**config.mk**
```make
export PLATFORM = sky130hd
export DESIGN_NAME = adc_pm_engine
export DESIGN_NICKNAME = d
export VERILOG_FILES = /design/src/rtl/adcpm_pkg.sv /design/src/rtl/adcpm_edges.sv /design/src/rtl/adcpm_shifter.sv /design/src/rtl/adcpm_power.sv /design/src/rtl/adc_pm_engine.sv
export SDC_FILE = /design/constraint.sdc
export NUM_CORES = 1
export LEC_CHECK = 0
export BUFFER_PORTS_ARGS = -buffer_cell sky130_fd_sc_hd__buf_2
export CORE_MARGIN = 2
export CORE_UTILIZATION = 50
export DETAILED_ROUTE_END_ITERATION = 16
export GPL_ROUTABILITY_DRIVEN = 0
export PLACE_DENSITY = 0.72
export SYNTH_ARGS = -nofsm -noshare
export SYNTH_HDL_FRONTEND = slang
export SYNTH_SLANG_ARGS = --single-unit
```
**constraint.sdc**
```tcl
create_clock -name clk -period 4.1 [get_ports clk]
set_input_delay 0.41 -clock clk [delete_from_list [all_inputs] [get_ports clk]]
set_output_delay 0.41 -clock clk [all_outputs]
set_load 0.01 [all_outputs]
```
**src/rtl/adcpm_pkg.sv**
```systemverilog
package adcpm_pkg;
  typedef enum logic [1:0] {
    PS_ACTIVE = 2'd0,
    PS_WAKE   = 2'd1,
    PS_FULL   = 2'd2,
    PS_AUTO   = 2'd3
  } pwr_state_e;

  localparam logic [1:0] PM_FULL = 2'b10;
  localparam logic [1:0] PM_AUTO = 2'b01;
endpackage

```
**src/rtl/adcpm_edges.sv**
```systemverilog
module adcpm_edges (
  input  logic clk,
  input  logic rst_n,
  input  logic cs_n_i,
  input  logic sclk_i,
  output logic cs_fall_o,
  output logic cs_rise_o,
  output logic sclk_fall_o
);
  logic cs_q, sclk_q;

  always_ff @(posedge clk or negedge rst_n) begin
    if (!rst_n) begin
      cs_q   <= 1'b1;
      sclk_q <= 1'b1;
    end else begin
      cs_q   <= cs_n_i;
      sclk_q <= sclk_i;
    end
  end

  always_comb begin
    cs_fall_o   = cs_q & ~cs_n_i;
    cs_rise_o   = ~cs_q & cs_n_i;
    sclk_fall_o = sclk_q & ~sclk_i & ~cs_n_i;
  end
endmodule

```
**src/rtl/adcpm_shifter.sv**
```systemverilog
module adcpm_shifter #(
  parameter int FRAME_BITS = 16,
  parameter int TRACK_EDGE = 14
) (
  input  logic                  clk,
  input  logic                  rst_n,
  input  logic                  cs_fall_i,
  input  logic                  cs_rise_i,
  input  logic                  sclk_fall_i,
  input  logic                  din_i,
  input  logic [FRAME_BITS-1:0] load_word_i,
  output logic [FRAME_BITS-1:0] cmd_o,
  output logic                  dout_o,
  output logic                  done_o,
  output logic                  abort_o,
  output logic                  track_edge_o
);
  localparam int CNT_W = $clog2(FRAME_BITS + 1);
  localparam logic [CNT_W-1:0] CNT_FULL = CNT_W'(FRAME_BITS);
  localparam logic [CNT_W-1:0] CNT_TRK  = CNT_W'(TRACK_EDGE - 1);

  logic                  in_frame_q, in_frame_d;
  logic [CNT_W-1:0]      cnt_q, cnt_d;
  logic [FRAME_BITS-1:0] in_sr_q, in_sr_d;
  logic [FRAME_BITS-1:0] out_sr_q, out_sr_d;
  logic                  bit_en;

  always_comb begin
    bit_en     = sclk_fall_i & in_frame_q & (cnt_q < CNT_FULL);
    in_frame_d = in_frame_q;
    cnt_d      = cnt_q;
    in_sr_d    = in_sr_q;
    out_sr_d   = out_sr_q;
    if (cs_fall_i) begin
      in_frame_d = 1'b1;
      cnt_d      = '0;
      out_sr_d   = load_word_i;
    end else if (bit_en) begin
      cnt_d    = cnt_q + 1'b1;
      in_sr_d  = {in_sr_q[FRAME_BITS-2:0], din_i};
      out_sr_d = {out_sr_q[FRAME_BITS-2:0], 1'b0};
    end
    if (cs_rise_i) in_frame_d = 1'b0;
  end

  always_ff @(posedge clk or negedge rst_n) begin
    if (!rst_n) begin
      in_frame_q <= 1'b0;
      cnt_q      <= '0;
      in_sr_q    <= '0;
      out_sr_q   <= '0;
    end else begin
      in_frame_q <= in_frame_d;
      cnt_q      <= cnt_d;
      in_sr_q    <= in_sr_d;
      out_sr_q   <= out_sr_d;
    end
  end

  always_comb begin
    cmd_o        = in_sr_q;
    dout_o       = out_sr_q[FRAME_BITS-1];
    done_o       = cs_rise_i & in_frame_q & (cnt_q == CNT_FULL);
    abort_o      = cs_rise_i & in_frame_q & (cnt_q != CNT_FULL);
    track_edge_o = bit_en & (cnt_q == CNT_TRK);
  end

  // bit count never passes the frame length
  p_cnt_bound_r4: assert property (@(posedge clk) disable iff (!rst_n)
    cnt_q <= CNT_FULL);
  // a short frame never reports completion
  p_abort_excl_r6: assert property (@(posedge clk) disable iff (!rst_n)
    abort_o |-> !done_o);
endmodule

```
**src/rtl/adcpm_power.sv**
```systemverilog
module adcpm_power
  import adcpm_pkg::*;
#(
  parameter int FRAME_BITS = 16,
  parameter int CTRL_BITS  = 12,
  parameter int CHAN_BITS  = 3,
  parameter int PWRUP_CYC  = 40
) (
  input  logic                  clk,
  input  logic                  rst_n,
  input  logic                  cs_fall_i,
  input  logic                  cs_rise_i,
  input  logic                  done_i,
  input  logic                  abort_i,
  input  logic                  track_edge_i,
  input  logic [FRAME_BITS-1:0] cmd_i,
  output logic [CTRL_BITS-1:0]  ctrl_o,
  output logic [FRAME_BITS-1:0] shadow_o,
  output logic [CHAN_BITS-1:0]  chan_o,
  output logic                  oe_o,
  output logic                  track_o,
  output logic                  pwr_ok_o,
  output logic                  invalid_o
);
  localparam int WR_POS = CTRL_BITS - 1;
  localparam int CH_HI  = CTRL_BITS - 2;
  localparam int CH_LO  = CTRL_BITS - 1 - CHAN_BITS;
  localparam int PM_HI  = CH_LO - 1;
  localparam int PM_LO  = CH_LO - 2;
  localparam int TMR_W  = $clog2(PWRUP_CYC + 1);
  localparam logic [TMR_W-1:0] TMR_LOAD = TMR_W'(PWRUP_CYC - 1);
  localparam logic [CTRL_BITS-1:0] CTRL_RST =
    {{(CTRL_BITS-2){1'b0}}, 2'b11} << PM_LO;

  pwr_state_e            st_q, st_d;
  logic [TMR_W-1:0]      tmr_q, tmr_d;
  logic [CTRL_BITS-1:0]  ctrl_q, ctrl_d, new_ctrl;
  logic [FRAME_BITS-1:0] shadow_q, shadow_d;
  logic                  hold_q, hold_d;
  logic                  oe_q, oe_d;
  logic                  quiet_q, quiet_d;
  logic                  inv_q, inv_d;
  logic                  wr_en;
  logic [1:0]            new_pm;

  always_comb begin
    wr_en    = cmd_i[FRAME_BITS-1-(CTRL_BITS-1-WR_POS)];
    new_ctrl = wr_en ? cmd_i[FRAME_BITS-1 -: CTRL_BITS] : ctrl_q;
    new_pm   = new_ctrl[PM_HI:PM_LO];
    st_d     = st_q;
    tmr_d    = tmr_q;
    ctrl_d   = ctrl_q;
    shadow_d = shadow_q;
    hold_d   = hold_q;
    oe_d     = oe_q;
    quiet_d  = quiet_q;
    inv_d    = inv_q;

    if (st_q == PS_WAKE) begin
      if (tmr_q == '0) st_d = PS_ACTIVE;
      else             tmr_d = tmr_q - 1'b1;
    end

    if (cs_fall_i) begin
      inv_d   = (st_q != PS_ACTIVE);
      oe_d    = (st_q != PS_FULL);
      quiet_d = (st_q == PS_FULL);
      if (st_q == PS_AUTO) begin
        st_d   = PS_WAKE;
        tmr_d  = TMR_LOAD;
        hold_d = 1'b0;
      end
    end

    if (track_edge_i && quiet_q) hold_d = 1'b0;

    if (cs_rise_i) begin
      oe_d    = 1'b0;
      quiet_d = 1'b0;
    end

    if (abort_i && st_q == PS_FULL) hold_d = 1'b1;

    if (done_i) begin
      ctrl_d = new_ctrl;
      if (wr_en) shadow_d = cmd_i;
      case (new_pm)
        PM_FULL: begin
          st_d   = PS_FULL;
          hold_d = 1'b1;
        end
        PM_AUTO: begin
          st_d   = PS_AUTO;
          hold_d = 1'b1;
        end
        default: begin
          if (st_q == PS_FULL) begin
            st_d   = PS_WAKE;
            tmr_d  = TMR_LOAD;
            hold_d = 1'b0;
          end
        end
      endcase
    end
  end

  always_ff @(posedge clk or negedge rst_n) begin
    if (!rst_n) begin
      st_q     <= PS_ACTIVE;
      tmr_q    <= '0;
      ctrl_q   <= CTRL_RST;
      shadow_q <= '0;
      hold_q   <= 1'b0;
      oe_q     <= 1'b0;
      quiet_q  <= 1'b0;
      inv_q    <= 1'b0;
    end else begin
      st_q     <= st_d;
      tmr_q    <= tmr_d;
      ctrl_q   <= ctrl_d;
      shadow_q <= shadow_d;
      hold_q   <= hold_d;
      oe_q     <= oe_d;
      quiet_q  <= quiet_d;
      inv_q    <= inv_d;
    end
  end

  always_comb begin
    ctrl_o    = ctrl_q;
    shadow_o  = shadow_q;
    chan_o    = ctrl_q[CH_HI:CH_LO];
    oe_o      = oe_q;
    track_o   = ~hold_q;
    pwr_ok_o  = (st_q == PS_ACTIVE);
    invalid_o = inv_q;
  end

  // checker: length of the current wake interval
  logic [TMR_W:0] wake_len;
  always_ff @(posedge clk or negedge rst_n) begin
    if (!rst_n) wake_len <= '0;
    else        wake_len <= (st_q == PS_WAKE) ? wake_len + 1'b1 : '0;
  end

  // a wake never outlasts the timer setting
  p_wake_bound_r9: assert property (@(posedge clk) disable iff (!rst_n)
    (st_q == PS_WAKE) |-> (int'(wake_len) < PWRUP_CYC));
  // leaving wake happens exactly at the timer setting
  p_wake_exact_r9: assert property (@(posedge clk) disable iff (!rst_n)
    ($past(st_q) == PS_WAKE && st_q == PS_ACTIVE) |-> (int'(wake_len) == PWRUP_CYC));
  // a written complete frame lands in the control register
  p_ctrl_load_r4: assert property (@(posedge clk) disable iff (!rst_n)
    (done_i && wr_en) |=> (ctrl_q == $past(cmd_i[FRAME_BITS-1 -: CTRL_BITS])));
  // write-enable low leaves both registers alone
  p_no_write_r5: assert property (@(posedge clk) disable iff (!rst_n)
    (done_i && !wr_en) |=> ($stable(ctrl_q) && $stable(shadow_q)));
  // a short frame leaves the registers alone
  p_abort_keep_r6: assert property (@(posedge clk) disable iff (!rst_n)
    abort_i |=> ($stable(ctrl_q) && $stable(shadow_q)));
  // full power-down persists until a frame completes
  p_full_stay_r7: assert property (@(posedge clk) disable iff (!rst_n)
    (st_q == PS_FULL && !done_i) |=> (st_q == PS_FULL));
  // a frame opened in full power-down is not driven
  p_quiet_frame_r8: assert property (@(posedge clk) disable iff (!rst_n)
    (cs_fall_i && st_q == PS_FULL) |=> !oe_q);
  // auto power-down wakes on chip-select fall
  p_auto_wake_r10: assert property (@(posedge clk) disable iff (!rst_n)
    (cs_fall_i && st_q == PS_AUTO) |=> (st_q == PS_WAKE && !hold_q));
endmodule

```
**src/rtl/adc_pm_engine.sv**
```systemverilog
module adc_pm_engine #(
  parameter int CTRL_BITS  = 12,
  parameter int CHAN_BITS  = 3,
  parameter int RES_BITS   = 12,
  parameter int TRACK_EDGE = 14,
  parameter int PWRUP_CYC  = 40
) (
  input  logic                        clk,
  input  logic                        rst_n,
  input  logic                        cs_n_i,
  input  logic                        sclk_i,
  input  logic                        din_i,
  input  logic [RES_BITS-1:0]         sample_i,
  output logic                        dout_o,
  output logic                        dout_oe_o,
  output logic                        track_o,
  output logic                        pwr_ok_o,
  output logic                        conv_invalid_o,
  output logic [CTRL_BITS-1:0]        ctrl_o,
  output logic [CHAN_BITS+RES_BITS:0] shadow_o
);
  localparam int FRAME_BITS = 1 + CHAN_BITS + RES_BITS;

  logic                  cs_fall, cs_rise, sclk_fall;
  logic                  done, abort, track_edge;
  logic [FRAME_BITS-1:0] cmd, load_word;
  logic [CHAN_BITS-1:0]  chan;

  adcpm_edges u_edges (
    .clk         (clk),
    .rst_n       (rst_n),
    .cs_n_i      (cs_n_i),
    .sclk_i      (sclk_i),
    .cs_fall_o   (cs_fall),
    .cs_rise_o   (cs_rise),
    .sclk_fall_o (sclk_fall)
  );

  assign load_word = {1'b0, chan, sample_i};

  adcpm_shifter #(
    .FRAME_BITS (FRAME_BITS),
    .TRACK_EDGE (TRACK_EDGE)
  ) u_shift (
    .clk          (clk),
    .rst_n        (rst_n),
    .cs_fall_i    (cs_fall),
    .cs_rise_i    (cs_rise),
    .sclk_fall_i  (sclk_fall),
    .din_i        (din_i),
    .load_word_i  (load_word),
    .cmd_o        (cmd),
    .dout_o       (dout_o),
    .done_o       (done),
    .abort_o      (abort),
    .track_edge_o (track_edge)
  );

  adcpm_power #(
    .FRAME_BITS (FRAME_BITS),
    .CTRL_BITS  (CTRL_BITS),
    .CHAN_BITS  (CHAN_BITS),
    .PWRUP_CYC  (PWRUP_CYC)
  ) u_power (
    .clk          (clk),
    .rst_n        (rst_n),
    .cs_fall_i    (cs_fall),
    .cs_rise_i    (cs_rise),
    .done_i       (done),
    .abort_i      (abort),
    .track_edge_i (track_edge),
    .cmd_i        (cmd),
    .ctrl_o       (ctrl_o),
    .shadow_o     (shadow_o),
    .chan_o       (chan),
    .oe_o         (dout_oe_o),
    .track_o      (track_o),
    .pwr_ok_o     (pwr_ok_o),
    .invalid_o    (conv_invalid_o)
  );

  // output released while chip select stays high
  p_oe_idle_r2: assert property (@(posedge clk) disable iff (!rst_n)
    (cs_n_i && $past(cs_n_i)) |-> !dout_oe_o);
  // every frame opens with the zero start bit
  p_lead_zero_r3: assert property (@(posedge clk) disable iff (!rst_n)
    cs_fall |=> !dout_o);
endmodule

```
==> qor.yml <==
placed_design:
  portBuffers: 49
  dp_slack_ns: 1.37
  dp_hpwl_mm: 4.03
grt:
  grt.met1_usage_pct: 25.0
  grt.total_usage_pct: 18.2
  grt_max_degree: 45
  met2_usage_pct: 27.2
  grt_overflow: 0
  use_met3_pct: 4.14
  grt_pass1_wl_mm: 10.5
  busiest_layer: "met2"
  first_global_vias: 2235
  antenna_found_initial: 0
sta:
  fin_ws_ns: 1.71
  fin_tns_setup_ns: 0
  period_share_pct: 58.3
  hold_violations: 0
  skew_ns: 0.00924
  slew_headroom_pct: 36.0
  tightest_slew_ns: 0.959
  final-setup-viol-count: 0
  rsz0062_at_grt: "false"
  timing.fmax_mhz: 418
  fin_crit_ns: 2.39
  slew_violations: 0
detailed_routing:
  drc: 0
  ant_nets: 0
  first_pass_iters: 6
  routedWlPerCell_um: 14.5
  viasPerCell: 5.62
  vias: 2366
  first_iter_violations: 147
  finalWirelength_mm: 6.10
synthesis:
  yosys_warnings: 0
  synthArstFlopShare_pct: 100
  syn-instance-count: 302
  synthAdderAreaFrac_pct: 2.99
  synth_seq_cells: 70
  synth_mux_area_share_pct: 12.1
  yosys.area.top_type: "dfrtp_1"
  ys_seq_area_share_pct: 52.5
  synth.top_cell.area_share_pct: 49.4
  synth.most_common_cell: "dfrtp_1"
  synth_area_leaders: "dfrtp_1 (49%), mux2_1 (11%), nand3_1 (5.2%), dfstp_2 (3.1%), ha_1 (3.0%)"
  synth_top_family_by_area: "simple AND/OR/NAND/NOR gates"
  synth_simple_gate_area_share_pct: 16.7
  synth_ff_type: "dfrtp_1"
  synth_area_sq_mm: 0.00334
  syn_nets: 327
  syn_avg_cell_area_sq_um: 11.1
  netlist-cell-type-count: 51
  yosys-top-cells-count: "dfrtp_1 (66), nand3_1 (35), mux2_1 (34)"
  synth-xor-area-share_pct: 0
  synth_compound_area_share_pct: 10.1
  synth_edf_count: 0
clock_tree:
  post_cts_buffers: 0
  cts-resized-gates: 0
  cts.sink_count: 70
  cts_hold_buf: 0
  clkTransAtPathRegs_ns: 0.08
  root_buffer: "clkbuf_8"
  cts_made_buffers: 9
  clkLatencyLatePin_ns: 0.35
  cts_max_path_buffers: 2
  cts_htree_levels: 3
  cts_tree: "done"
floorplanning:
  core-area_sq_mm: 0.00642
  die_area_sq_mm: 0.00736
  io_pins: 50
  initial_core_util_pct: 52.1
  fp.dieH_um: 85.8
  row_count: 29
  die_w_um: 85.8
worst_hold_path:
  hold-path-cell-count: 1
  hold_path.startpoint: "sclk_i"
  hold_path_end: "u_edges.sclk_q"
  hold_path_class: "input pin to flop"
setup_path:
  worstSetupEndpointType: "flop"
  crit_arrival_ns: 2.62
  critPathLaunchType: "input pin"
  worst-path-max-fanout: 38
  rrSetupSlack_ns: 1.86
  reg2reg_to: "u_shift.cmd_o[1]"
  path_class: "input pin to flop"
  regToRegStartpoint: "u_shift.cnt_q[4]"
  rr_worst_depth: 4
  crit_required_ns: 4.32
power:
  leakagePower_nw: 1.88
  power_density_mw_per_mm2: 364
  ir_drop_mv: 0.255
status:
  status: "complete, no violations"
final_layout:
  layout-drive-gt1-share_pct: 22.7
  diodes: 0
  fin_nets: 364
  area_growth_pct: 12.1
  fill_cells: 553
job:
  drv_cap: 0
-- sequential cells by signal, indices dropped and copies added (netlist names), 2 cells and up --
signal and flops:
u_power.st_q 2, u_power.ctrl_o 2, u_power.tmr_q 6, u_shift.cmd_o 16, u_shift.cnt_q 5, u_shift.out_sr_q 16
u_power.shadow_o 16
-- where the power goes --
part / internal (mW) / switching [mW]
logic: 0.0487 / 0.0702
registers: 0.734 / 0.0229
clock network: 0.220 / 0.270
total: 1.00 / 0.363
-- cell families after synthesis --
kind of cell,count (synthesis)
and+or+nand+nor,99
DFF,70
AOI/OAI and AO/OA,51
buffers and inverters,38
muxes,36
adders and majority gates,8
-- per-layer routing --
layer	share of wire [%]	wire length [um]
met5	0	0
met4	1.9	116
met3	3.6	218
met2	47	2840
met1	48	2930
-- cell type report --
cell class,instances,area [sq um],share of cell area [%]
Sequential cell,70,1760,46.9
Multi-Input combinational cell,194,1410,37.5
Timing Repair Buffer,53,275,7.34
Clock buffer,9,124,3.30
Tap cell,77,96.3,2.57
Clock inverter,7,50.0,1.34
Inverter,11,41.3,1.10
-- critical path: stages --
cell,delay (ns)
buf_2,0.33
inv_1,0.39
ha_1,0.40
buf_4,0.27
nor3_2,0.18
buf_4,0.27
mux2_1,0.34
-- metrics by stage --
| step | std cells | power (mW) | instance area (sq um) | hold slack [ns] | utilization, % |
|---|---|---|---|---|---|
| after CTS | 421 | 1.39 | 3750 | 0.167 | 58.4 |
| final | 421 | 1.37 | 3750 | 0.189 | 58.4 |
| after global placement | 405 | 0.884 | 3570 | 0.469 | 55.7 |
| after floorplan | 302 | 0.841 | 3340 | 0.114 | - |
| after detailed placement | 405 | 0.889 | 3570 | 0.480 | 55.7 |
| after global routing | 421 | 1.44 | 3750 | 0.167 | 58.4 |
-- how the worst max path moves through the flow --
| stage | cells after the start | start | to | slack (ns) |
|---|---|---|---|---|
| 2_1_floorplan | 7 | cs_n_i | u_shift.cmd_o[10] | 1.90 |
| 3_3_place_gp | 7 | cs_n_i | u_shift.cmd_o[1] | 1.41 |
| 3_5_place_dp | 7 | cs_n_i | u_shift.cmd_o[2] | 1.37 |
| 4_1_cts | 7 | cs_n_i | u_shift.cmd_o[6] | 1.74 |
| 5_1_grt | 7 | cs_n_i | u_shift.cmd_o[1] | 1.52 |
| 6_report | 7 | cs_n_i | u_shift.cmd_o[1] | 1.71 |
-- placed cells by master, fill, tap and decap left out, types with 2 or more instances in the layout --
master	synthesis	final
a211o_1	3	3
a21oi_1	7	7
a221o_1	2	2
a22o_1	2	2
a22oi_1	2	2
buf_2	3	49
buf_4	11	4
clkbuf_8	0	9
clkinv_2	0	2
clkinvlp_4	0	3
dfrtp_1	66	66
dfstp_2	4	4
ha_1	8	8
inv_1	11	11
mux2_1	34	34
nand2_1	19	19
nand2b_1	2	2
nand3_1	35	35
nand4bb_1	2	2
nor2_1	6	6
nor2b_1	16	16
nor3_1	2	2
o211ai_1	2	2
o21ai_0	20	20
o31ai_1	2	2
or4_1	4	4
Note: power is estimated with default switching activity, not from simulation.
